File: src/rtl/dip_pkg.sv
package dip_pkg;
    localparam int CLS_W = 3;

    typedef enum logic [CLS_W-1:0] {
        CL_ALU    = 3'd0,
        CL_SHIFT  = 3'd1,
        CL_LOAD   = 3'd2,
        CL_STORE  = 3'd3,
        CL_BRANCH = 3'd4,
        CL_MULDIV = 3'd5,
        CL_SYS    = 3'd6,
        CL_MOVE   = 3'd7
    } iclass_e;

    // Default mask of classes that the restricted pipe accepts
    localparam logic [2**CLS_W-1:0] SEC_MASK_DEF = 8'b1001_0111;

    function automatic logic sec_legal(input logic [CLS_W-1:0] cls,
                                       input logic [2**CLS_W-1:0] mask);
        return mask[cls];
    endfunction
endpackage

File: src/rtl/dip_pair_check.sv
module dip_pair_check
    import dip_pkg::*;
#(
    parameter int                  REG_W    = 5,
    parameter logic [2**CLS_W-1:0] SEC_MASK = SEC_MASK_DEF
) (
    input  logic             old_v,
    input  logic [CLS_W-1:0] old_cls,
    input  logic [REG_W-1:0] old_rd,
    input  logic             yng_v,
    input  logic [CLS_W-1:0] yng_cls,
    input  logic [REG_W-1:0] yng_rs1,
    input  logic [REG_W-1:0] yng_rs2,
    input  logic [REG_W-1:0] yng_rd,
    output logic             pair_ok
);
    logic old_writes;
    logic raw_haz;
    logic waw_haz;
    logic class_ok;

    always_comb begin
        old_writes = (old_rd != '0);
        raw_haz    = old_writes && ((yng_rs1 == old_rd) || (yng_rs2 == old_rd));
        waw_haz    = old_writes && (yng_rd == old_rd);
        class_ok   = sec_legal(yng_cls, SEC_MASK) && (old_cls != CL_BRANCH);
        pair_ok    = old_v && yng_v && class_ok && !raw_haz && !waw_haz;
    end
endmodule

File: src/rtl/dip_retire_track.sv
module dip_retire_track #(
    parameter int REG_W       = 5,
    parameter int SEQ_W       = 8,
    parameter int EXEC_STAGES = 2
) (
    input  logic             clk,
    input  logic             rst_n,
    input  logic             in_a_v,
    input  logic [REG_W-1:0] in_a_rd,
    input  logic [SEQ_W-1:0] in_a_seq,
    input  logic             in_b_v,
    input  logic [REG_W-1:0] in_b_rd,
    input  logic [SEQ_W-1:0] in_b_seq,
    output logic             rt_a_v,
    output logic [REG_W-1:0] rt_a_rd,
    output logic [SEQ_W-1:0] rt_a_seq,
    output logic             rt_b_v,
    output logic [REG_W-1:0] rt_b_rd,
    output logic [SEQ_W-1:0] rt_b_seq
);
    localparam int LAST = EXEC_STAGES - 1;

    typedef struct packed {
        logic             v;
        logic [REG_W-1:0] rd;
        logic [SEQ_W-1:0] seq;
    } ret_t;

    typedef struct packed {
        ret_t a;
        ret_t b;
    } pair_t;

    pair_t stg_d [EXEC_STAGES];
    pair_t stg_q [EXEC_STAGES];

    for (genvar g = 0; g < EXEC_STAGES; g++) begin : g_stage
        if (g == 0) begin : g_head
            always_comb begin
                stg_d[g].a = '{v: in_a_v, rd: in_a_rd, seq: in_a_seq};
                // slot B only travels alongside a valid slot A
                stg_d[g].b = '{v: in_b_v && in_a_v, rd: in_b_rd, seq: in_b_seq};
            end
        end else begin : g_body
            always_comb stg_d[g] = stg_q[g-1];
        end

        always_ff @(posedge clk or negedge rst_n) begin
            if (!rst_n) stg_q[g] <= '0;
            else        stg_q[g] <= stg_d[g];
        end
    end

    always_comb begin
        rt_a_v   = stg_q[LAST].a.v;
        rt_a_rd  = stg_q[LAST].a.rd;
        rt_a_seq = stg_q[LAST].a.seq;
        rt_b_v   = stg_q[LAST].b.v;
        rt_b_rd  = stg_q[LAST].b.rd;
        rt_b_seq = stg_q[LAST].b.seq;
    end
endmodule

File: src/rtl/dual_issue_pair.sv
module dual_issue_pair
    import dip_pkg::*;
#(
    parameter int                  REG_W       = 5,
    parameter int                  SEQ_W       = 8,
    parameter int                  EXEC_STAGES = 2,
    parameter logic [2**CLS_W-1:0] SEC_MASK    = SEC_MASK_DEF
) (
    input  logic             clk,
    input  logic             rst_n,
    input  logic             stall,
    input  logic             q0_valid,
    input  logic [CLS_W-1:0] q0_cls,
    input  logic [REG_W-1:0] q0_rs1,
    input  logic [REG_W-1:0] q0_rs2,
    input  logic [REG_W-1:0] q0_rd,
    input  logic             q1_valid,
    input  logic [CLS_W-1:0] q1_cls,
    input  logic [REG_W-1:0] q1_rs1,
    input  logic [REG_W-1:0] q1_rs2,
    input  logic [REG_W-1:0] q1_rd,
    output logic [1:0]       deq_cnt,
    output logic             pa_valid,
    output logic [CLS_W-1:0] pa_cls,
    output logic [REG_W-1:0] pa_rs1,
    output logic [REG_W-1:0] pa_rs2,
    output logic [REG_W-1:0] pa_rd,
    output logic [SEQ_W-1:0] pa_seq,
    output logic             pb_valid,
    output logic [CLS_W-1:0] pb_cls,
    output logic [REG_W-1:0] pb_rs1,
    output logic [REG_W-1:0] pb_rs2,
    output logic [REG_W-1:0] pb_rd,
    output logic [SEQ_W-1:0] pb_seq,
    output logic             rt_a_valid,
    output logic [REG_W-1:0] rt_a_rd,
    output logic [SEQ_W-1:0] rt_a_seq,
    output logic             rt_b_valid,
    output logic [REG_W-1:0] rt_b_rd,
    output logic [SEQ_W-1:0] rt_b_seq
);
    typedef struct packed {
        logic             v;
        logic [CLS_W-1:0] cls;
        logic [REG_W-1:0] rs1;
        logic [REG_W-1:0] rs2;
        logic [REG_W-1:0] rd;
        logic [SEQ_W-1:0] seq;
    } slot_t;

    typedef struct packed {
        slot_t            a;
        slot_t            b;
        logic [SEQ_W-1:0] nxt;
    } iss_t;

    iss_t iss_d, iss_q;
    logic pair_ok;
    logic [1:0] deq_d;

    dip_pair_check #(
        .REG_W    (REG_W),
        .SEC_MASK (SEC_MASK)
    ) u_check (
        .old_v   (q0_valid),
        .old_cls (q0_cls),
        .old_rd  (q0_rd),
        .yng_v   (q1_valid),
        .yng_cls (q1_cls),
        .yng_rs1 (q1_rs1),
        .yng_rs2 (q1_rs2),
        .yng_rd  (q1_rd),
        .pair_ok (pair_ok)
    );

    always_comb begin
        iss_d = iss_q;
        deq_d = 2'd0;
        iss_d.a.v = 1'b0;
        iss_d.b.v = 1'b0;
        if (!stall && q0_valid) begin
            iss_d.a = '{v: 1'b1, cls: q0_cls, rs1: q0_rs1, rs2: q0_rs2,
                        rd: q0_rd, seq: iss_q.nxt};
            if (pair_ok) begin
                iss_d.b   = '{v: 1'b1, cls: q1_cls, rs1: q1_rs1, rs2: q1_rs2,
                              rd: q1_rd, seq: SEQ_W'(iss_q.nxt + 1'b1)};
                iss_d.nxt = SEQ_W'(iss_q.nxt + 2'd2);
                deq_d     = 2'd2;
            end else begin
                iss_d.nxt = SEQ_W'(iss_q.nxt + 1'b1);
                deq_d     = 2'd1;
            end
        end
    end

    always_ff @(posedge clk or negedge rst_n) begin
        if (!rst_n) iss_q <= '0;
        else        iss_q <= iss_d;
    end

    always_comb begin
        deq_cnt  = deq_d;
        pa_valid = iss_q.a.v;
        pa_cls   = iss_q.a.cls;
        pa_rs1   = iss_q.a.rs1;
        pa_rs2   = iss_q.a.rs2;
        pa_rd    = iss_q.a.rd;
        pa_seq   = iss_q.a.seq;
        pb_valid = iss_q.b.v;
        pb_cls   = iss_q.b.cls;
        pb_rs1   = iss_q.b.rs1;
        pb_rs2   = iss_q.b.rs2;
        pb_rd    = iss_q.b.rd;
        pb_seq   = iss_q.b.seq;
    end

    dip_retire_track #(
        .REG_W       (REG_W),
        .SEQ_W       (SEQ_W),
        .EXEC_STAGES (EXEC_STAGES)
    ) u_retire (
        .clk      (clk),
        .rst_n    (rst_n),
        .in_a_v   (iss_q.a.v),
        .in_a_rd  (iss_q.a.rd),
        .in_a_seq (iss_q.a.seq),
        .in_b_v   (iss_q.b.v),
        .in_b_rd  (iss_q.b.rd),
        .in_b_seq (iss_q.b.seq),
        .rt_a_v   (rt_a_valid),
        .rt_a_rd  (rt_a_rd),
        .rt_a_seq (rt_a_seq),
        .rt_b_v   (rt_b_valid),
        .rt_b_rd  (rt_b_rd),
        .rt_b_seq (rt_b_seq)
    );
endmodule

File: config.mk
export PLATFORM = sky130hd
export DESIGN_NAME = dual_issue_pair
export DESIGN_NICKNAME = d
export VERILOG_FILES = /design/src/rtl/dip_pkg.sv /design/src/rtl/dip_pair_check.sv /design/src/rtl/dip_retire_track.sv /design/src/rtl/dual_issue_pair.sv
export SDC_FILE = /design/constraint.sdc
export NUM_CORES = 1
export LEC_CHECK = 0
export ABC_AREA = 1
export BUFFER_PORTS_ARGS = -buffer_cell sky130_fd_sc_hd__buf_2
export CAP_MARGIN = 20
export CORE_MARGIN = 2
export CORE_UTILIZATION = 52
export DETAILED_ROUTE_END_ITERATION = 10
export PLACE_DENSITY = 0.77
export SYNTH_ARGS = -nofsm -noshare
export SYNTH_HDL_FRONTEND = slang
export SYNTH_HIERARCHICAL = 1
export SYNTH_SLANG_ARGS = --single-unit
File: constraint.sdc
create_clock -name clk -period 3.16 [get_ports clk]
set_clock_uncertainty 0.15 [all_clocks]
set_input_delay 0.474 -clock clk [delete_from_list [all_inputs] [get_ports clk]]
set_output_delay 0.474 -clock clk [all_outputs]
set_load 0.01 [all_outputs]
# After elaboration in Yosys (flattened, before gate mapping)
# Memory sizes are Yosys's and may differ from the RTL's.
# Cells that the tools add are included.
# classes
magnitude_cmp	1
muxes	6
n_eq_ne	4
addsub	2
n_reduce_logical	15
# op_table
cell	count
two-way mux 62 bit	1
two-way mux 27 bit	1
== test 5 bit	3
logical AND 1 bit	9
adder 8 x 1 -> 8 bit, second input constant	1
adder 8 x 2 -> 8 bit, second input constant	1
two-way mux 8 bit	1
nonzero test 5 bit	1
less-than comparator 3 x 4 -> 1 bit, second input constant	1
two-way mux 2 bit	2
zero test 1 bit	3
!= test 3 bit, second input constant	1
AND reduction 2 bit	1
logical OR 1 bit	1
two-way mux 1 bit	1
# word_totals
register_bits	118
memories	1
elab_cells	54
romBits	8
# mem_list
name	depth	word_bits	read_ports	rd_clocked_by_memory_dff	wr	line_no	source
(name not given)	8	1	1	0	0	dip_pkg.sv:20	return mask[cls];

# Logic depth before layout (Yosys ltp)
# Gate-level depths: netlist of run 1.
# depth
word_depth	8
mapped_depth	15

# Hierarchy
# The synthesis of run 1 kept the hierarchy.
# modules_own_cells
mod	area_each_um2	cells_per_inst	seq_area_each_um2	n_inst
dual_issue_pair	2999.1	347	1551.5	1
dip_retire_track	1408.9	58	1401.3	1
dip_pair_check	307.8	67	0.0	1

# Least setup slack after synthesis of run 1
# OpenSTA, ideal clock, no wires.
# synth_path
path_type	input to output
start	in q1_cls[0]
end	out deq_cnt[1]
path_buffers	2
path_stages	10
arrival_ns	1.985
setup_slack_ns	0.551
path_cell_list	ha_1 nand2_1 o21ai_0 a211oi_1 nand2_1 nor2_1 inv_2 nor2_8 buf_4 buf_4
# synth_via
elab_chain_len	8
# synth_rtl
element	line_no	source
start, declared	dual_issue_pair.sv:18	input logic [CLS_W-1:0] q1_cls,
memory read (8 x 1 bit)	--	
two-way mux 1 bit (implied by the code)	dip_pkg.sv:20	
logical AND 1 bit	dip_pair_check.sv:26	class_ok = sec_legal(yng_cls, SEC_MASK) && (old_cls != CL_BRANCH);
logical AND 1 bit (3 in a row)	dip_pair_check.sv:27	pair_ok = old_v && yng_v && class_ok && !raw_haz && !waw_haz;
named net pair_ok	dual_issue_pair.sv:58	logic pair_ok;
two-way mux 2 bit	dual_issue_pair.sv:84	if (pair_ok) begin
two-way mux 2 bit	dual_issue_pair.sv:81	if (!stall && q0_valid) begin
end, declared	dual_issue_pair.sv:22	output logic [1:0] deq_cnt,
# The timed path passes the listed nets, and every way through them passes these cells. The select of a mux whose other input is x is not followed.

# Worst setup path in the final report of run 1
# Same ends and word-level chain as after synthesis.

==> results.ini, run 1 <==
[hold_path]
holdPathStages=3
hold_class=in2reg

[timing]
hold_viol=0
setup_tns_ns=0
tightest_slew_ns=0.693
final.min_clock_period_ns=2.52
max-slew-margin-rel_pct=53.8
slew_violations=0
max_freq_mhz=397
fin_worst_hold_slack_ns=0.0229
period_share_pct=79.6
setup_violations=0
rsz0062_at_grt=no

[clock_network]
ctsResizeCount=0
clock_sinks=118
clk_pin_slew_ns=0.05
cts_inserted_buffers=17
clock_path_buffers=2
root_buffer=clkbuf_8
ctsHoldBuffers=3
clock_latency_ns=0.50
cts_tree=built
htree_levels=4
postCtsSetupBuffers=0

[worst_setup_path]
crit_type=in2out
path_max_fanout=12
cpLargestDelayFamily=simple AND/OR/NAND/NOR gates
critPathMaxStageDelay_ns=0.28
crit_path_cell_trace=buf_2 -> ha_1 -> nand2_1 -> o21ai_0 -> a211oi_1 -> nand2_1 -> nor2_1 -> inv_2 -> nor2_8 -> buf_2
worst-path-buf-inv=3
worstPathArrival_ns=1.89
crit_cells=10
worst_setup_path_end_kind=output pin
rr_worst_depth=6
cp.required_ns=2.54
startpoint_type=primary input
slowest_stage=ha_1

[yosys]
syn_inst=472
netlist.area_leader.share_pct=62.6
synth_edf_count=0
synth.distinct_cells=23
yosys_register_bits=118
synth.most_common_cell=nand2_1
synth_area_sq_um=4720
ys_async_sr_fraction_pct=100
ys_warn_count=6
syn_nets=516
synth_commonest_cells=nand2_1 (181), dfrtp_1 (118), buf_4 (55)
synthFlopType=dfrtp_1
synth_area_leaders=dfrtp_1 (63%), nand2_1 (14%), buf_4 (8.8%), inv_1 (2.4%), xor2_1 (2.0%)
yosys.area.top_type=dfrtp_1
yosysSeqAreaShare_pct=62.6
synth_area_per_cell_sq_um=9.99

[routing]
drt-total-wl_mm=9.25
first_pass_iters=4
route.detailed.drc=0
drtAntennaViolNets=0
viasPerCell=4.78
routedWlPerCell_um=13.6
first_iter_violations=131
num_vias=3257

[floorplanning]
die_h_um=99.2
start_util_pct=53.8
dieArea_sq_um=9850
die_x_um=99.2
num_rows=34
io-pin-count=125
core_sq_um=8760

[global_route]
grt_pass1_vias=3253
grt-ovfl-total=0
grt_start_max_net_pins=55
grt_use_total_pct=20.0
antenna_found_initial=0
grt_pass1_wl_mm=15.3

[power]
combPwrFrac_pct=20.1
power.internal_mw=3.57
power.leakage_nw=3.22
power_switching_mw=1.47
swShare_pct=29.2
power.density_nw_per_um2=887
ir_worst_vdd_mv=0.400
power_frac_clock_pct=36.5
seqPwrFrac_pct=43.4

[finish]
area_growth_pct=20.4
antenna_cells=0
final_layout_size_suffix_gt1_share_pct=29.7
fin_nets=604

[placement]
dp_hpwl_mm=6.46
gp_congestion=0.894
io_buffers=124

[job]
maxCapViolCount=0

[run_status]
status=finished, final reports clean

## path summary, 6_finish.rpt
kind                                   start                   to  slack [ns]
setup / recovery                   q1_cls[0]           deq_cnt[1]        0.64
hold / removal                     q0_rs2[2]            pa_rs2[2]        0.02
setup reg to reg                    iss_q[2]            pb_seq[7]        1.55
hold reg to reg            u_retire/stg_d[9]  u_retire/rt_b_rd[1]        0.20
max in group asynchronous              rst_n             iss_q[0]        1.75
min in group asynchronous              rst_n      u_retire/rt_b_v        0.41
## cell usage in the layout (no fill, tap or decap), types with 3 or more instances in the layout
cell type        n
buf_4            6
inv_1           30
xor2_1          11
o21ai_2          3
clkbuf_8         6
ha_1             3
nand3_1         14
dfrtp_1        118
clkbuf_16       16
nand2_1        181
inv_2            4
xnor2_1          4
o21ai_1          8
buf_2          123
nor2_1          19
o21ai_0          3
clkinv_2         4
dlygate4sd3_1    3
## cell families (layout without fill, tap and decap cells)
kind of cell    after synthesis  count (layout)  share of synthesized area (%)
flops                       118             118                           62.6
xor+xnor                     15              15                           2.79
simple gates                221             221                           19.0
fa+ha+maj                     3               3                          0.796
buf+inv                      98             199                           12.6
compound gates               17              17                           2.20
## tightest hold or removal path, stage by stage
cell and delay, ns:
buf_2 0.07, nand2_1 0.04, nand2_1 0.05
## final cells by class
class	instances	area, sq um
Sequential cell	118	2950
Inverter	34	128
Clock buffer	24	490
Tap cell	108	135
Multi-Input combinational cell	256	1170
Fill cell	715	3080
Timing Repair Buffer	133	711
Clock inverter	8	95.1
## routing by layer
metal | GRT usage (%) | part of all wire, %
met2 | 32.3 | 50
met1 | 24.7 | 41
met3 | 7.52 | 7.9
met4 | 7.80 | 1.2
met5 | 0 | 0
## stage by stage
step / util, % / setup WS (ns) / instance area, sq um / cells / power [mW]
after floorplan: - / 0.551 / 4720 / 472 / 2.96
final: 64.8 / 0.644 / 5680 / 681 / 5.04
after global routing: 64.8 / 0.490 / 5680 / 681 / 5.32
after CTS: 64.8 / 0.632 / 5680 / 681 / 5.09
after detailed placement: 57.8 / 0.633 / 5060 / 646 / 3.22
after global placement: 57.8 / 0.660 / 5060 / 646 / 3.17
## power by group through the flow
stage	Clock (mW)	Combinational (mW)	Sequential, mW
6_report	1.84	1.01	2.18
5_1_grt	1.94	1.14	2.24
4_1_cts	1.88	1.02	2.19
3_5_place_dp	0	1.01	2.21
3_3_place_gp	0	0.983	2.19
2_1_floorplan	0	0.750	2.21
## state kept, by name, indices dropped and copies added, names as in the netlist, 3 cells and up
register           count
pb_rs1                 5
pb_cls                 3
pb_rd                  5
iss_q                  8
u_retire/rt_b_seq      8
u_retire/stg_d        28
pa_rs2                 5
pa_rs1                 5
pa_cls                 3
pb_rs2                 5
u_retire/rt_b_rd       5
u_retire/rt_a_seq      8
u_retire/rt_a_rd       5
pa_seq                 8
pa_rd                  5
pb_seq                 8
No activity file was read; power rests on OpenSTA's default activity.
==> inputs of run 2 (changes only) <==
CORE_UTILIZATION = 47   (was 52)
PLACE_DENSITY = 0.73   (was 0.77)
clock period = 2.2 ns   (was 3.16 ns; I/O delays follow)
==> run 2 against run 1 <==
  * First-iteration DRC count up 27%
  * Critical path depth unchanged
  * Hold slack better by 0.10 ns
  * Non-clock buffer count up 38
  * Cell count up 9.3%
==> results.ini, run 2 (synthesis gave the netlist of run 1 again) <==
[worst_setup_path]
worst-path-buf-inv=3  ; unchanged
worst_setup_path_end_kind=output pin
critPathMaxStageDelay_ns=0.28  ; about the same
reg2reg_slack_ns=0.63  ; -0.92 ns
cpLargestDelayFamily=simple AND/OR/NAND/NOR gates
crit_path_frequent_cell=nand2_1
crit_type=in2out
r2r_end=pb_seq[6]
slowest_stage=ha_1
path_max_fanout=8  ; -4
rr_worst_depth=6  ; unchanged
crit-reg2reg-launch=iss_q[0]
cp.required_ns=1.72  ; -0.82 ns
worstPathArrival_ns=1.63  ; -0.26 ns
crit_path_cell_trace=buf_2 -> ha_1 -> nand2_1 -> o21ai_0 -> a211oi_1 -> nand2_1 -> nor2_4 -> inv_2 -> nor2_8 -> buf_4
startpoint_type=primary input

[finish]
antenna_cells=0  ; unchanged
final_layout_size_suffix_gt1_share_pct=29.3  ; -0.37 points
fill_cells=783  ; +9.5%
largest_register_ffs=28  ; unchanged
fin_nets=642  ; +6.3%
area_growth_pct=29.3
fin_util_pct=62.4  ; -2.4 points
final_cell_mix=nand2_1 (181), buf_2 (121), dfrtp_1 (118)
fin_area_sq_um=6100  ; +7.4%
layout_commonest_cell=nand2_1
instances_no_fill=744  ; +9.3%

[global_route]
antenna_found_initial=0  ; unchanged
grt-ovfl-total=0  ; unchanged
grt_pass1_wl_mm=17.0  ; +11%
grt_start_max_net_pins=49  ; -11%
grt_use_total_pct=20.2  ; +0.13 points
grt_pass1_vias=3482  ; +7.0%

[routing]
route.detailed.drc=0  ; unchanged
routedWlPerCell_um=13.8  ; +1.3%
drtAntennaViolNets=0  ; unchanged
drt-total-wl_mm=10.2  ; +11%
first_pass_iters=5  ; +1
viasPerCell=4.60  ; -3.7%
num_vias=3425  ; +5.2%
first_iter_violations=166  ; +27%

[timing]
hold_viol=0  ; unchanged
tightest_slew_ns=0.595  ; -0.0980 ns
rsz0062_at_grt=yes
final.min_clock_period_ns=2.11
slew_violations=0  ; unchanged
period_share_pct=96.0
setup_tns_ns=0  ; unchanged
setup_violations=0  ; unchanged
max_freq_mhz=473
max-slew-margin-rel_pct=60.3  ; +6.5 points

[power]
power.leakage_nw=3.36  ; +4.3%
combPwrFrac_pct=20.9  ; +0.8 points
power.density_nw_per_um2=1200  ; +35%
power_mw=7.29  ; +45%
seqPwrFrac_pct=43.2  ; -0.2 points
power.internal_mw=5.06  ; +42%
ir_worst_vdd_mv=0.437  ; +9.2%
swShare_pct=30.6  ; +1.4 points
power_switching_mw=2.23  ; +52%
power_frac_clock_pct=35.8  ; -0.7 points

[placement]
gp_congestion=0.928  ; +3.7%
placedCellCount=675  ; +4.5%
io_buffers=124  ; unchanged
dp_hpwl_mm=6.84  ; +5.9%
post_dp_cell_area_sq_um=5130  ; +1.4%

[floorplanning]
dieArea_sq_um=10900  ; +10%
start_util_pct=48.2  ; -5.6 points
die_h_um=104  ; +5.0%
die_x_um=104  ; +5.0%
num_rows=36  ; +5.9%
io-pin-count=125  ; unchanged
core_sq_um=9770  ; +12%

[hold_path]
holdPathStages=3  ; unchanged
hold_class=in2reg
hold_end=pa_valid
min_from=stall

[clock_network]
clk_pin_slew_ns=0.05  ; about the same
root_buffer=clkbuf_8
clock_latency_ns=0.51  ; about the same
clock_sinks=118  ; unchanged
cts_tree=built
postCtsSetupBuffers=0  ; unchanged
cts_inserted_buffers=17  ; unchanged
clock_path_buffers=2  ; unchanged
htree_levels=4  ; unchanged

[run_status]
status=finished, final reports clean

[job]
maxCapViolCount=0  ; unchanged

==> run 2: worst max path at each step <==
stage	start	endpoint	slack [ns]	cells past startpoint
floorplan	q1_cls[0]	deq_cnt[1]	0.05	10
global placement	q1_cls[0]	pb_seq[5]	0.03	12
detailed placement	q1_cls[0]	pb_seq[1]	-0.04	12
CTS	q1_cls[0]	deq_cnt[1]	0.07	10
global route	q0_rd[1]	deq_cnt[0]	-0.01	13
finish	q1_cls[0]	deq_cnt[1]	0.09	10
==> run 2: final cells by class <==
type                            count  area (sq um)  area share, %
Inverter                           34           128           2.09
Clock inverter                     14           153           2.50
Multi-Input combinational cell    256          1180           19.4
Sequential cell                   118          2950           48.4
Clock buffer                       18           428           7.02
Timing Repair Buffer              171          1090           17.9
Tap cell                          133           166           2.73
==> run 2: timing repair <==
item / CTS / global route
setup endpoints to repair: 0 / 2
gates resized for setup: 0 / 4
endpoints found under the hold margin: 81 / 0
hold buffers: 37 / 0
==> run 2: power by group through the flow <==
stage | clock (mW) | sequential, mW | combinational, mW
after floorplan | 0 | 3.17 | 1.08
after detailed placement | 0 | 3.18 | 1.48
after CTS | 2.68 | 3.16 | 1.53
final | 2.61 | 3.15 | 1.53
after global routing | 2.78 | 3.23 | 1.70
after global placement | 0 | 3.16 | 1.44
==> run 2: tightest hold or removal path: stages <==
cell	delay, ns
buf_2	0.11
nor2_4	0.04
buf_4	0.21
==> run 2: routing by layer <==
| metal | up-vias | part of all wire (%) | global-route usage [%] |
|---|---|---|---|
| met2 | 121 | 50 | 33.2 |
| met1 | 1646 | 42 | 24.1 |
| met4 | 0 | 1.9 | 9.27 |
| li1 | 1640 | - | - |
| met5 | - | 0 | 0 |
| met3 | 18 | 5.7 | 6.64 |
==> run 2: metrics by stage <==
step	worst slack [ns]	hold slack [ns]
CTS	0.0674	0.0974
global placement	0.0286	0.182
finish	0.0872	0.127
global route	-0.0127	0.112
floorplan	0.0531	-0.116
detailed placement	-0.0429	0.185
